$ cat config.mk
export PLATFORM = sky130hd
export DESIGN_NAME = nmi_entry_seq
export DESIGN_NICKNAME = d
export VERILOG_FILES = /design/src/rtl/nmi_pkg.sv /design/src/rtl/nmi_pin_detect.sv /design/src/rtl/nmi_accept.sv /design/src/rtl/nmi_push_fsm.sv /design/src/rtl/nmi_entry_seq.sv
export SDC_FILE = /design/constraint.sdc
export NUM_CORES = 1
export LEC_CHECK = 0
export BUFFER_PORTS_ARGS = -buffer_cell sky130_fd_sc_hd__buf_4
export CORE_MARGIN = 5
export CORE_UTILIZATION = 50
export DETAILED_ROUTE_END_ITERATION = 16
export GPL_ROUTABILITY_DRIVEN = 0
export GPL_TIMING_DRIVEN = 0
export HOLD_SLACK_MARGIN = 0.06
export PLACE_DENSITY_LB_ADDON = 0.1
export SYNTH_ARGS = -nofsm -noshare
export SYNTH_HDL_FRONTEND = slang
export SYNTH_SLANG_ARGS = --single-unit
$ cat constraint.sdc
create_clock -name clk -period 3.09 [get_ports clk]
set_input_delay 0.309 -clock clk [delete_from_list [all_inputs] [get_ports clk]]
set_output_delay 0.309 -clock clk [all_outputs]
set_load 0.02 [all_outputs]
$ cat src/rtl/nmi_pkg.sv
package nmi_pkg;

   typedef enum logic [1:0] {
      ST_IDLE    = 2'd0,
      ST_PUSH_PS = 2'd1,
      ST_PUSH_PC = 2'd2,
      ST_COMMIT  = 2'd3
   } nmi_state_e;

   localparam int unsigned BYTE_W = 8;

endpackage

$ cat src/rtl/nmi_pin_detect.sv
module nmi_pin_detect #(
   parameter int unsigned SYNC_STAGES = 2
) (
   input  logic clk,
   input  logic rst_n,
   input  logic pin_n_i,
   input  logic stop_i,
   output logic req_o
);

   generate
      if (SYNC_STAGES < 2) begin : g_bad_sync
         $error("nmi_pin_detect: SYNC_STAGES must be at least 2");
      end
   endgenerate

   logic [SYNC_STAGES-1:0] sync_q;
   logic                   prev_q;
   logic                   pin_s;
   logic                   fall;
   logic                   low;

   always_ff @(posedge clk or negedge rst_n) begin
      if (!rst_n) begin
         sync_q <= '1;
         prev_q <= 1'b1;
      end else begin
         sync_q <= {sync_q[SYNC_STAGES-2:0], pin_n_i};
         prev_q <= sync_q[SYNC_STAGES-1];
      end
   end

   assign pin_s = sync_q[SYNC_STAGES-1];
   assign fall  = prev_q & ~pin_s;
   assign low   = ~pin_s;
   assign req_o = stop_i ? low : fall;

endmodule

$ cat src/rtl/nmi_accept.sv
module nmi_accept #(
   parameter int unsigned XLEN         = 32,
   parameter int unsigned MASK_LSB     = 16,
   parameter int unsigned MASK_W       = 5,
   parameter int unsigned ACCEPT_ABOVE = 15
) (
   input  logic            clk,
   input  logic            rst_n,
   input  logic            req_i,
   input  logic            boundary_i,
   input  logic            idle_i,
   input  logic [XLEN-1:0] ps_i,
   output logic            start_o
);

   generate
      if (MASK_LSB + MASK_W > XLEN) begin : g_bad_field
         $error("nmi_accept: mask field outside status word");
      end
      if (ACCEPT_ABOVE >= (1 << MASK_W) - 1) begin : g_bad_limit
         $error("nmi_accept: acceptance limit leaves no accepting value");
      end
   endgenerate

   logic [MASK_W-1:0] mask_lvl;
   logic              pending_q;
   logic              mask_ok;

   assign mask_lvl = ps_i[MASK_LSB +: MASK_W];
   assign mask_ok  = (32'(mask_lvl) > ACCEPT_ABOVE);
   assign start_o  = pending_q & boundary_i & idle_i & mask_ok;

   always_ff @(posedge clk or negedge rst_n) begin
      if (!rst_n) begin
         pending_q <= 1'b0;
      end else begin
         pending_q <= req_i | (pending_q & ~start_o);
      end
   end

endmodule

$ cat src/rtl/nmi_push_fsm.sv
module nmi_push_fsm
   import nmi_pkg::*;
#(
   parameter int unsigned XLEN      = 32,
   parameter int unsigned MASK_LSB  = 16,
   parameter int unsigned MASK_W    = 5,
   parameter int unsigned ENTRY_LVL = 15,
   parameter int unsigned SSEL_BIT  = 5,
   parameter logic [31:0] VEC_OFS   = 32'h0000_03C0
) (
   input  logic            clk,
   input  logic            rst_n,
   input  logic            start_i,
   input  logic [XLEN-1:0] ps_i,
   input  logic [XLEN-1:0] next_pc_i,
   input  logic [XLEN-1:0] ssp_i,
   input  logic [XLEN-1:0] tbr_i,
   input  logic            mem_rdy_i,
   output logic            mem_wr_o,
   output logic [XLEN-1:0] mem_addr_o,
   output logic [XLEN-1:0] mem_wdata_o,
   output logic            idle_o,
   output logic            busy_o,
   output logic            ssp_we_o,
   output logic [XLEN-1:0] ssp_o,
   output logic            ps_we_o,
   output logic [XLEN-1:0] ps_o,
   output logic            pc_we_o,
   output logic [XLEN-1:0] pc_o,
   output logic            done_o
);

   localparam int unsigned WORD_BYTES = XLEN / BYTE_W;
   localparam logic [XLEN-1:0] STEP1 = XLEN'(WORD_BYTES);
   localparam logic [XLEN-1:0] STEP2 = XLEN'(2 * WORD_BYTES);
   localparam logic [MASK_W-1:0] LVL = MASK_W'(ENTRY_LVL);

   generate
      if (XLEN % BYTE_W != 0) begin : g_bad_xlen
         $error("nmi_push_fsm: XLEN must be a whole number of bytes");
      end
      if (SSEL_BIT >= XLEN) begin : g_bad_ssel
         $error("nmi_push_fsm: stack-select bit outside status word");
      end
   endgenerate

   nmi_state_e      state_q, state_d;
   logic [XLEN-1:0] ps_q, pc_q, ssp_q, tbr_q;

   function automatic logic [XLEN-1:0] entry_status(input logic [XLEN-1:0] s);
      logic [XLEN-1:0] r;
      r = s;
      r[MASK_LSB +: MASK_W] = LVL;
      r[SSEL_BIT] = 1'b0;
      return r;
   endfunction

   always_comb begin
      state_d = state_q;
      unique case (state_q)
         ST_IDLE:    if (start_i)   state_d = ST_PUSH_PS;
         ST_PUSH_PS: if (mem_rdy_i) state_d = ST_PUSH_PC;
         ST_PUSH_PC: if (mem_rdy_i) state_d = ST_COMMIT;
         ST_COMMIT:                 state_d = ST_IDLE;
         default:                   state_d = ST_IDLE;
      endcase
   end

   always_ff @(posedge clk or negedge rst_n) begin
      if (!rst_n) begin
         state_q <= ST_IDLE;
         ps_q    <= '0;
         pc_q    <= '0;
         ssp_q   <= '0;
         tbr_q   <= '0;
      end else begin
         state_q <= state_d;
         if (state_q == ST_IDLE && start_i) begin
            ps_q  <= ps_i;
            pc_q  <= next_pc_i;
            ssp_q <= ssp_i;
            tbr_q <= tbr_i;
         end
      end
   end

   always_comb begin
      mem_wr_o    = 1'b0;
      mem_addr_o  = '0;
      mem_wdata_o = '0;
      unique case (state_q)
         ST_PUSH_PS: begin
            mem_wr_o    = 1'b1;
            mem_addr_o  = ssp_q - STEP1;
            mem_wdata_o = ps_q;
         end
         ST_PUSH_PC: begin
            mem_wr_o    = 1'b1;
            mem_addr_o  = ssp_q - STEP2;
            mem_wdata_o = pc_q;
         end
         default: ;
      endcase
   end

   assign idle_o   = (state_q == ST_IDLE);
   assign busy_o   = ~idle_o;
   assign done_o   = (state_q == ST_COMMIT);
   assign ssp_we_o = done_o;
   assign ps_we_o  = done_o;
   assign pc_we_o  = done_o;
   assign ssp_o    = ssp_q - STEP2;
   assign ps_o     = entry_status(ps_q);
   assign pc_o     = tbr_q + XLEN'(VEC_OFS);

endmodule

$ cat src/rtl/nmi_entry_seq.sv
module nmi_entry_seq #(
   parameter int unsigned XLEN         = 32,
   parameter int unsigned SYNC_STAGES  = 2,
   parameter int unsigned MASK_LSB     = 16,
   parameter int unsigned MASK_W       = 5,
   parameter int unsigned ACCEPT_ABOVE = 15,
   parameter int unsigned ENTRY_LVL    = 15,
   parameter int unsigned SSEL_BIT     = 5,
   parameter logic [31:0] VEC_OFS      = 32'h0000_03C0
) (
   input  logic            clk,
   input  logic            rst_n,
   input  logic            nmi_n_i,
   input  logic            stop_mode_i,
   input  logic            boundary_i,
   input  logic [XLEN-1:0] ps_i,
   input  logic [XLEN-1:0] next_pc_i,
   input  logic [XLEN-1:0] ssp_i,
   input  logic [XLEN-1:0] tbr_i,
   output logic            mem_wr_o,
   output logic [XLEN-1:0] mem_addr_o,
   output logic [XLEN-1:0] mem_wdata_o,
   input  logic            mem_rdy_i,
   output logic            busy_o,
   output logic            ssp_we_o,
   output logic [XLEN-1:0] ssp_o,
   output logic            ps_we_o,
   output logic [XLEN-1:0] ps_o,
   output logic            pc_we_o,
   output logic [XLEN-1:0] pc_o,
   output logic            done_o
);

   generate
      if (ENTRY_LVL > ACCEPT_ABOVE) begin : g_bad_entry
         $error("nmi_entry_seq: entry level would allow nested acceptance");
      end
   endgenerate

   logic req;
   logic start;
   logic idle;

   nmi_pin_detect #(
      .SYNC_STAGES(SYNC_STAGES)
   ) u_detect (
      .clk    (clk),
      .rst_n  (rst_n),
      .pin_n_i(nmi_n_i),
      .stop_i (stop_mode_i),
      .req_o  (req)
   );

   nmi_accept #(
      .XLEN        (XLEN),
      .MASK_LSB    (MASK_LSB),
      .MASK_W      (MASK_W),
      .ACCEPT_ABOVE(ACCEPT_ABOVE)
   ) u_accept (
      .clk       (clk),
      .rst_n     (rst_n),
      .req_i     (req),
      .boundary_i(boundary_i),
      .idle_i    (idle),
      .ps_i      (ps_i),
      .start_o   (start)
   );

   nmi_push_fsm #(
      .XLEN     (XLEN),
      .MASK_LSB (MASK_LSB),
      .MASK_W   (MASK_W),
      .ENTRY_LVL(ENTRY_LVL),
      .SSEL_BIT (SSEL_BIT),
      .VEC_OFS  (VEC_OFS)
   ) u_fsm (
      .clk        (clk),
      .rst_n      (rst_n),
      .start_i    (start),
      .ps_i       (ps_i),
      .next_pc_i  (next_pc_i),
      .ssp_i      (ssp_i),
      .tbr_i      (tbr_i),
      .mem_rdy_i  (mem_rdy_i),
      .mem_wr_o   (mem_wr_o),
      .mem_addr_o (mem_addr_o),
      .mem_wdata_o(mem_wdata_o),
      .idle_o     (idle),
      .busy_o     (busy_o),
      .ssp_we_o   (ssp_we_o),
      .ssp_o      (ssp_o),
      .ps_we_o    (ps_we_o),
      .ps_o       (ps_o),
      .pc_we_o    (pc_we_o),
      .pc_o       (pc_o),
      .done_o     (done_o)
   );

endmodule

* Word-level counts from Yosys, hierarchy flattened *
Cells that the tools add are included.

word-level totals
  logic and storage cells = 39
  flip-flop bits (word level) = 134
  input port bits = 134
  output and inout bits = 166

operators by class
  reductions and logical operators = 4
  multiplexer cells = 8
  add/sub/neg operators = 3
  equal/unequal tests = 6
  order comparisons = 1
  bitwise operators = 9

operator list
  cell                    number
  $pmux 32 s2             2
  $add 32x10->32 const B  1
  $sub 32x3->32 const B   1
  $sub 32x4->32 const B   1
  $pmux 2 s4              1
  $mux 2                  3
  $ne 2x2->1 const B      3
  $and 1x1->1             5
  $gt 5x4->1 const B      1
  $eq 2x2->1 const B      2
  $not 1->1               3
  $reduce_and 3->1        1
  $eq 2x1->1 const B      1
  $logic_not 2->1         1
  $mux 1                  2
  $reduce_or 2->1         1
  $logic_and 1x1->1       1
  $or 1x1->1              1

* Depth between registers and ports, before layout *
Gate-level depths: netlist (run 1).

  depth after elaboration = 6
  depth in mapped cells = 9
  mapped depth without buffers = 7

* Cells and area by module *
Synthesis (run 1) repeated with hierarchy kept, for this count alone.

unflattened totals
  cells, all modules = 727
  area, all modules = 7797.5 um^2

by module, submodules not included
  module          area an instance (um^2)  cells each  instances
  nmi_push_fsm    7663.6                   718         1
  nmi_pin_detect  88.8                     4           1
  nmi_accept      45.0                     5           1

* Least setup slack after synthesis (run 1) *
OpenSTA, ideal clock, no wires.

  kind = reg-to-output
  from = reg u_fsm.ssp_q[3]
  to = out mem_addr_o[21]
  data arrival time = 2879 ps
  cell stages (with the launch flop) = 8
  required time = 2781 ps
  path slack = -98 ps
  path through = dfrtp_1 -> inv_1 -> ha_1 -> nor3b_2 -> nand3_1 -> nor2_1 -> a21oi_1 -> a2111oi_0

between the ends
  longest elaborated chain between the ends = 2
  elaborated cells between the ends (all ways) = 3
  classes of those cells = 2 x add/sub; 1 x mux

RTL lines
  item                                                   line                                    source
  start: declaration                                     nmi_push_fsm.sv:48                      logic [XLEN-1:0] ps_q, pc_q, ssp_q, tbr_q;
  start signal: assignment                               nmi_push_fsm.sv:81                      ssp_q <= ssp_i;
  $sub 32x4->32 / $sub 32x3->32 (equally long branches)  nmi_push_fsm.sv:99, nmi_push_fsm.sv:94
  $pmux 32 s2 (*)                                        nmi_push_fsm.sv:91                      unique case (state_q)
  end: declaration                                       nmi_entry_seq.sv:21                     output logic [XLEN-1:0] mem_addr_o,

Mark *: on every way between the ends. The rest lies on a longest branch, timed or not.

* Worst setup path in the final report (run 1) *
  from = reg u_fsm.ssp_q[15]
  to = out mem_addr_o[30]

The elaborated chain is that of the path after synthesis.

==> impl_metrics.yaml, run 1 <==
critical_path:
  crit_cells: 7
  r2r_slack_ps: 680
  cp-endpoint: "mem_addr_o[30]"
  cp.required_ps: 2780
  reg2reg_to: "u_fsm.ps_q[17]"
  critPathArrivalTime_ps: 2720
  critPathLaunchType: "flop"
  max_stage_delay_ps: 610
  endpoint_kind: "output pin"
  reg2regPathDepth: 6
  path_max_fanout: 10
  critPathTopFamily: "simple AND/OR/NAND/NOR gates"
  worstReg2RegStart: "u_fsm.state_q[0]"
  cp_num_buf_inv: 2
  path_cells: "buf_6 -> or4_4 -> nor4_4 -> nand3_2 -> o21a_2 -> o311a_1 -> buf_4"
  slowest_stage: "or4_4"
  setup.worst_path.class: "flop to output pin"
  crit_start: "u_fsm.ssp_q[15]"
floorplanning:
  io_pins: 300
  num_rows: 45
  die_y_um: 134.6
  core_region_area_mm2: 0.01520
  initial_core_util: 0.5102
  die_x_um: 134.6
  dieArea_mm2: 0.01810
sta:
  period_share: 0.9793
  timing.hold.ws_ps: 112.0
  rsz0062_at_grt: "true"
  setup_viol: 0
  maxSlewHeadroom: 0.4896
  fin_setup_tns_ps: 0
  fmax_ghz: 0.3305
  hold_viol: 0
  tightest_slew_ps: 765.5
  skew_ps: 9.102
  slew_violations: 0
  period_needed_ps: 3026
cts:
  cts_tree: "done"
  htreeDepth: 4
  clock_latency_ps: 420
  cts_buffer_depth: 2
  clock-sinks: 134
  cts.reportedPaths.clkPinSlew_ps: 60
  cts_made_buffers: 17
  cts_root_buf: "clkbuf_16"
logic_synthesis:
  yosysWarnings: 0
  netlist_instances: 739
  synth_seq_area_share: 0.4328
  postSynthAreaPerCell_um2: 10.50
  synth.distinct_cells: 59
  synth_ff_type: "dfrtp_1"
  synth-edff-count: 0
  async_flop_share: 1.000
  ys_ff_latch: 134
  synthesis.area_mm2: 0.007756
grt:
  grt_antenna_before_repair: 0
  grt_pass1_vias: 6839
  grtUsageTotal: 0.2622
  grt_max_degree: 81
  grt_pass1_wl_um: 36970
  overflow: 0
detailed_routing:
  finalWirelength_um: 24420
  vias: 6913
  firstDrtPassIters: 5
  ant_nets: 0
  drc_errors: 0
  wl_per_cell_um: 19.25
  vias_per_cell: 5.448
  drtIter0Drc: 529
cells_and_area:
  fin_util: 0.7261
  final_common_cell: "buf_4"
  fin_nets: 1211
  finish.instance_area_mm2: 0.01104
  mostFrequentLayoutCells: "buf_4, dfrtp_1, mux2_2, nor2_1"
  drive_above_1_share: 0.5199
  n_fill_cell: 1213
  antenna_cells: 0
  area_delta_synth_final_pct: 42.31
pwr:
  power_uw: 13330
  cellLeakagePower_uw: 0.005158
  p_per_area_mw_per_mm2: 1208
  irDropWorstVdd_uv: 616.9
placed_design:
  port_buffers: 293
  dp_hpwl_um: 18330
  dpl-instance-area_mm2: 0.01024
worst_hold_path:
  hold_class: "input port to flop"
run:
  drv_cap: 0
run_status:
  status: "finished, final reports clean"
==> worst min path at each step <==
stage,startpoint,endpoint,cells after the start
final,tbr_i[22],u_fsm.tbr_q[22],2
after global routing,next_pc_i[18],u_fsm.pc_q[18],2
after floorplan,rst_n,u_accept.pending_q,0
after detailed placement,rst_n,u_fsm.tbr_q[0],1
after CTS,next_pc_i[15],u_fsm.pc_q[15],2
after global placement,u_detect.sync_q[0],u_detect.sync_q[1],0
==> stage by stage <==
stage	instances	setup WS, ps
floorplan	743	146.2
global placement	1224	37.87
detailed placement	1225	-39.78
CTS	1260	1.272
global route	1269	-32.47
finish	1269	63.89
==> cells by family (layout without fill, tap and decap cells) <==
logic type,Yosys count,count (layout),synth area share
simple gates,187,187,0.1287
flops,134,134,0.4328
mux,127,127,0.1844
compound gates,116,116,0.1024
buf+inv,113,451,0.07904
xor+xnor,52,52,0.05872
fa+ha+maj,8,8,0.01291
other cells,2,6,0.0009683
==> state kept, by name, summed over array words and instances (netlist names) <==
name	count
u_detect.prev_q	1
u_fsm.ps_q	32
u_accept.pending_q	1
u_fsm.tbr_q	32
u_detect.sync_q	2
u_fsm.state_q	2
u_fsm.ssp_q	32
u_fsm.pc_q	32
==> what timing repair did <==
| item | 4_1_cts | 5_1_grt |
|---|---|---|
| pin swaps | 5 | 10 |
| hold buffers | 2 | 0 |
| setup endpoints to repair | 34 | 33 |
| buffers inserted | 4 | 10 |
| gates resized for setup | 14 | 25 |
| endpoints found under the hold margin | 52 | 0 |
==> cell usage after synthesis (all sizes together) (2+ instances only) <==
| master | number | share of area |
|---|---|---|
| a211oi | 4 | 0.0039 |
| a21oi | 24 | 0.015 |
| a22o | 2 | 0.0023 |
| a22oi | 34 | 0.033 |
| a311oi | 9 | 0.010 |
| a31o | 2 | 0.0023 |
| a31oi | 3 | 0.0024 |
| and2 | 3 | 0.0024 |
| and3 | 9 | 0.0073 |
| and4 | 3 | 0.0034 |
| buf | 60 | 0.053 |
| clkbuf | 39 | 0.019 |
| conb | 2 | 0.00097 |
| dfrtp | 131 | 0.42 |
| dfstp | 3 | 0.010 |
| ha | 8 | 0.013 |
| inv | 14 | 0.0068 |
| mux2 | 127 | 0.18 |
| nand2 | 28 | 0.014 |
| nand2b | 6 | 0.0048 |
| nand3 | 22 | 0.015 |
| nand3b | 2 | 0.0019 |
| nand4 | 9 | 0.0081 |
| nor2 | 66 | 0.032 |
| nor3 | 17 | 0.012 |
| nor3b | 7 | 0.0081 |
| nor4 | 7 | 0.010 |
| o21a | 3 | 0.0031 |
| o21ai | 21 | 0.014 |
| o31ai | 5 | 0.0048 |
| or2 | 2 | 0.0016 |
| or3 | 2 | 0.0016 |
| or4 | 2 | 0.0024 |
| xnor2 | 27 | 0.030 |
| xor2 | 25 | 0.028 |
==> per-layer routing <==
metal	track usage	vias to the layer above	wire length [um]	share of wire
met4	0.07466	0	545	0.022
met3	0.08495	41	2150	0.088
met5	0	-	0	0
met2	0.4528	317	12510	0.51
met1	0.3149	3315	9221	0.38
li1	-	3240	-	-
==> cell type report <==
type / instances / area, um^2 / area share
multi-input combinational: 496 / 3960 / 0.3588
clock buffer: 18 / 429.2 / 0.03888
timing repair buffer: 310 / 2356 / 0.2134
sequential: 134 / 3357 / 0.3041
clock inverter: 13 / 98.84 / 0.008955
buffer: 96 / 549.3 / 0.04976
tap: 188 / 235.2 / 0.02131
inverter: 14 / 52.55 / 0.004761
==> power by group <==
group          leakage, uW  internal (uW)  switching [uW]  total [uW]
clock network     0.000254           1030             794        1820
logic              0.00331           3600            4560        8160
registers          0.00159           2630             723        3350
Note: power is estimated with default switching activity, not from simulation.
==> run 2: changes to the inputs <==
==> constraint.sdc (replaced) <==
create_clock -name clk -period 3.69 [get_ports clk]
set_input_delay 0.369 -clock clk [delete_from_list [all_inputs] [get_ports clk]]
set_output_delay 0.369 -clock clk [all_outputs]
set_load 0.02 [all_outputs]
==> run 2 against run 1 <==
Effect of this change:
- sequential power fell by 16%
- utilization shrank 0.98 points
- worst hold slack improved by 58 ps
- flip-flop and latch count is the same
- highest routed layer unchanged
- worst setup slack better by 47 ps
- largest cell class unchanged
- critical endpoint is now mem_addr_o[28]
- non-clock buffer count is 10 lower
- critical path type unchanged
==> impl_metrics.yaml, run 2 (synthesized netlist as in run 1, its figures left out) <==
cells_and_area:
  n_fill_cell: 1206
  fin_nets: 1201
  drive_above_1_share: 0.4925
  multiInputGateArea_mm2: 0.003814
  seq_area_mm2: 0.003357
  area_delta_synth_final_pct: 40.39
  mostFrequentLayoutCells: "buf_4, dfrtp_1, mux2_2, nor2_1, clkbuf_1"
  antenna_cells: 0
  layoutNonFillerInstCount: 1260
  final_common_cell: "buf_4"
  fin_util: 0.7163
cts:
  cts_made_buffers: 17
  cts_tree: "done"
  clock-sinks: 134
  clock_latency_ps: 430
  cts.reportedPaths.clkPinSlew_ps: 60
  htreeDepth: 4
  cts_buffer_depth: 2
  cts_root_buf: "clkbuf_16"
placed_design:
  placed_cells: 1225
  dp_hpwl_um: 18700
  dp_slack_ps: 436.0
  port_buffers: 293
detailed_routing:
  firstDrtPassIters: 5
  drtIter0Drc: 460
  drc_errors: 0
  finalWirelength_um: 24960
  vias: 6993
  wl_per_cell_um: 19.81
  ant_nets: 0
  vias_per_cell: 5.550
critical_path:
  reg2reg_to: "u_fsm.ps_q[1]"
  worstReg2RegStart: "u_fsm.state_q[0]"
  endpoint_kind: "output pin"
  cp.required_ps: 3320
  max_stage_delay_ps: 560
  cp-endpoint: "mem_addr_o[28]"
  crit_start: "u_fsm.ssp_q[3]"
  critPathLaunchType: "flop"
  slowest_stage: "o311ai_0"
  reg2regPathDepth: 6
  setup.worst_path.class: "flop to output pin"
  crit_top_cell: "nand2_1"
  path_cells: "inv_1 -> ha_1 -> nand2_1 -> a2111o_1 -> nor2_1 -> nand2_1 -> o311ai_0 -> buf_4"
  critPathArrivalTime_ps: 3210
  path_max_fanout: 7
  r2r_slack_ps: 1300
floorplanning:
  die_x_um: 134.6
  die_y_um: 134.6
  io_pins: 300
  initial_core_util: 0.5102
  dieArea_mm2: 0.01810
  core_region_area_mm2: 0.01520
  num_rows: 45
pwr:
  power_frac_seq: 0.248
  netSwitchingPower_uw: 5055
  p_per_area_mw_per_mm2: 1037
  irDropWorstVdd_uv: 547.8
  combPwrFrac: 0.596
  pwr-share-clk: 0.156
  p_sw_frac: 0.4475
  cellLeakagePower_uw: 0.005082
  internal-power_uw: 6239
sta:
  hold_viol: 0
  period_share: 0.9699
  slew_violations: 0
  setup_viol: 0
  period_needed_ps: 3579
  rsz0062_at_grt: "false"
  maxSlewHeadroom: 0.4697
  skew_ps: 10.33
  fmax_ghz: 0.2794
  tightest_slew_ps: 790.2
  setup_ws_ps: 111.0
  fin_setup_tns_ps: 0
grt:
  grt_pass1_wl_um: 38140
  grtUsageTotal: 0.2694
  grt_antenna_before_repair: 0
  grt_pass1_vias: 7136
  overflow: 0
  grt_max_degree: 99
run:
  drv_cap: 0
worst_hold_path:
  hold_class: "input port to flop"
run_status:
  status: "finished, final reports clean"
[run 2: how the worst min path moves through the flow]
| stage | startpoint | end | slack (ps) | cells past startpoint |
|---|---|---|---|---|
| finish | ps_i[7] | u_fsm.ps_q[7] | 170 | 2 |
| global route | ps_i[30] | u_fsm.ps_q[30] | 160 | 2 |
| CTS | ssp_i[28] | u_fsm.ssp_q[28] | 160 | 2 |
| detailed placement | rst_n | u_fsm.ssp_q[20] | 300 | 1 |
| global placement | u_detect.sync_q[0] | u_detect.sync_q[1] | 350 | 0 |
| floorplan | rst_n | u_accept.pending_q | 70 | 0 |
[run 2: layer usage]
layer,track usage,up-vias,part of all wire
li1,-,3231,-
met1,0.3087,3382,0.36
met2,0.4673,334,0.51
met3,0.1010,46,0.10
met4,0.08654,0,0.025
met5,0,-,0
[run 2: power groups by stage]
stage / clock network (uW) / registers (uW) / logic [uW]
final: 1770 / 2800 / 6730
after global routing: 1850 / 2880 / 7170
after CTS: 1790 / 2780 / 6740
after detailed placement: 0 / 2790 / 6680
after global placement: 0 / 2760 / 6590
after floorplan: 0 / 2620 / 4230
[run 2: area by class of cell]
class | instances | share of cell area
clock inverter | 14 | 0.01586
sequential | 134 | 0.3083
timing repair buffer | 297 | 0.2074
clock buffer | 18 | 0.04033
buffer | 99 | 0.05148
tap | 188 | 0.02160
inverter | 14 | 0.004826
multi-input combinational | 496 | 0.3502
[run 2: timing repair]
item	CTS	global route
hold buffers	2	0
setup buffers	0	1
hold endpoints to repair	37	0
gates resized for setup	1	2
endpoints found under the setup margin	1	2
[run 2: worst max-delay path, delay by kind of cell, from the launching register on]
family	cells	cell delay, ps
compound gates	2	1040
fa+ha+maj	1	250
buf+inv	2	410
flops	1	400
simple gates	3	680
[run 2: stage by stage]
step                      hold slack [ps]  instance area [um^2]  total power (uW)
after detailed placement            299.0                 10240              9474
after floorplan                     73.41                  7771              6842
final                               169.8                 10890             11290
after global placement              346.2                 10210              9349
after global routing                157.2                 10890             11910
after CTS                           159.7                 10880             11310
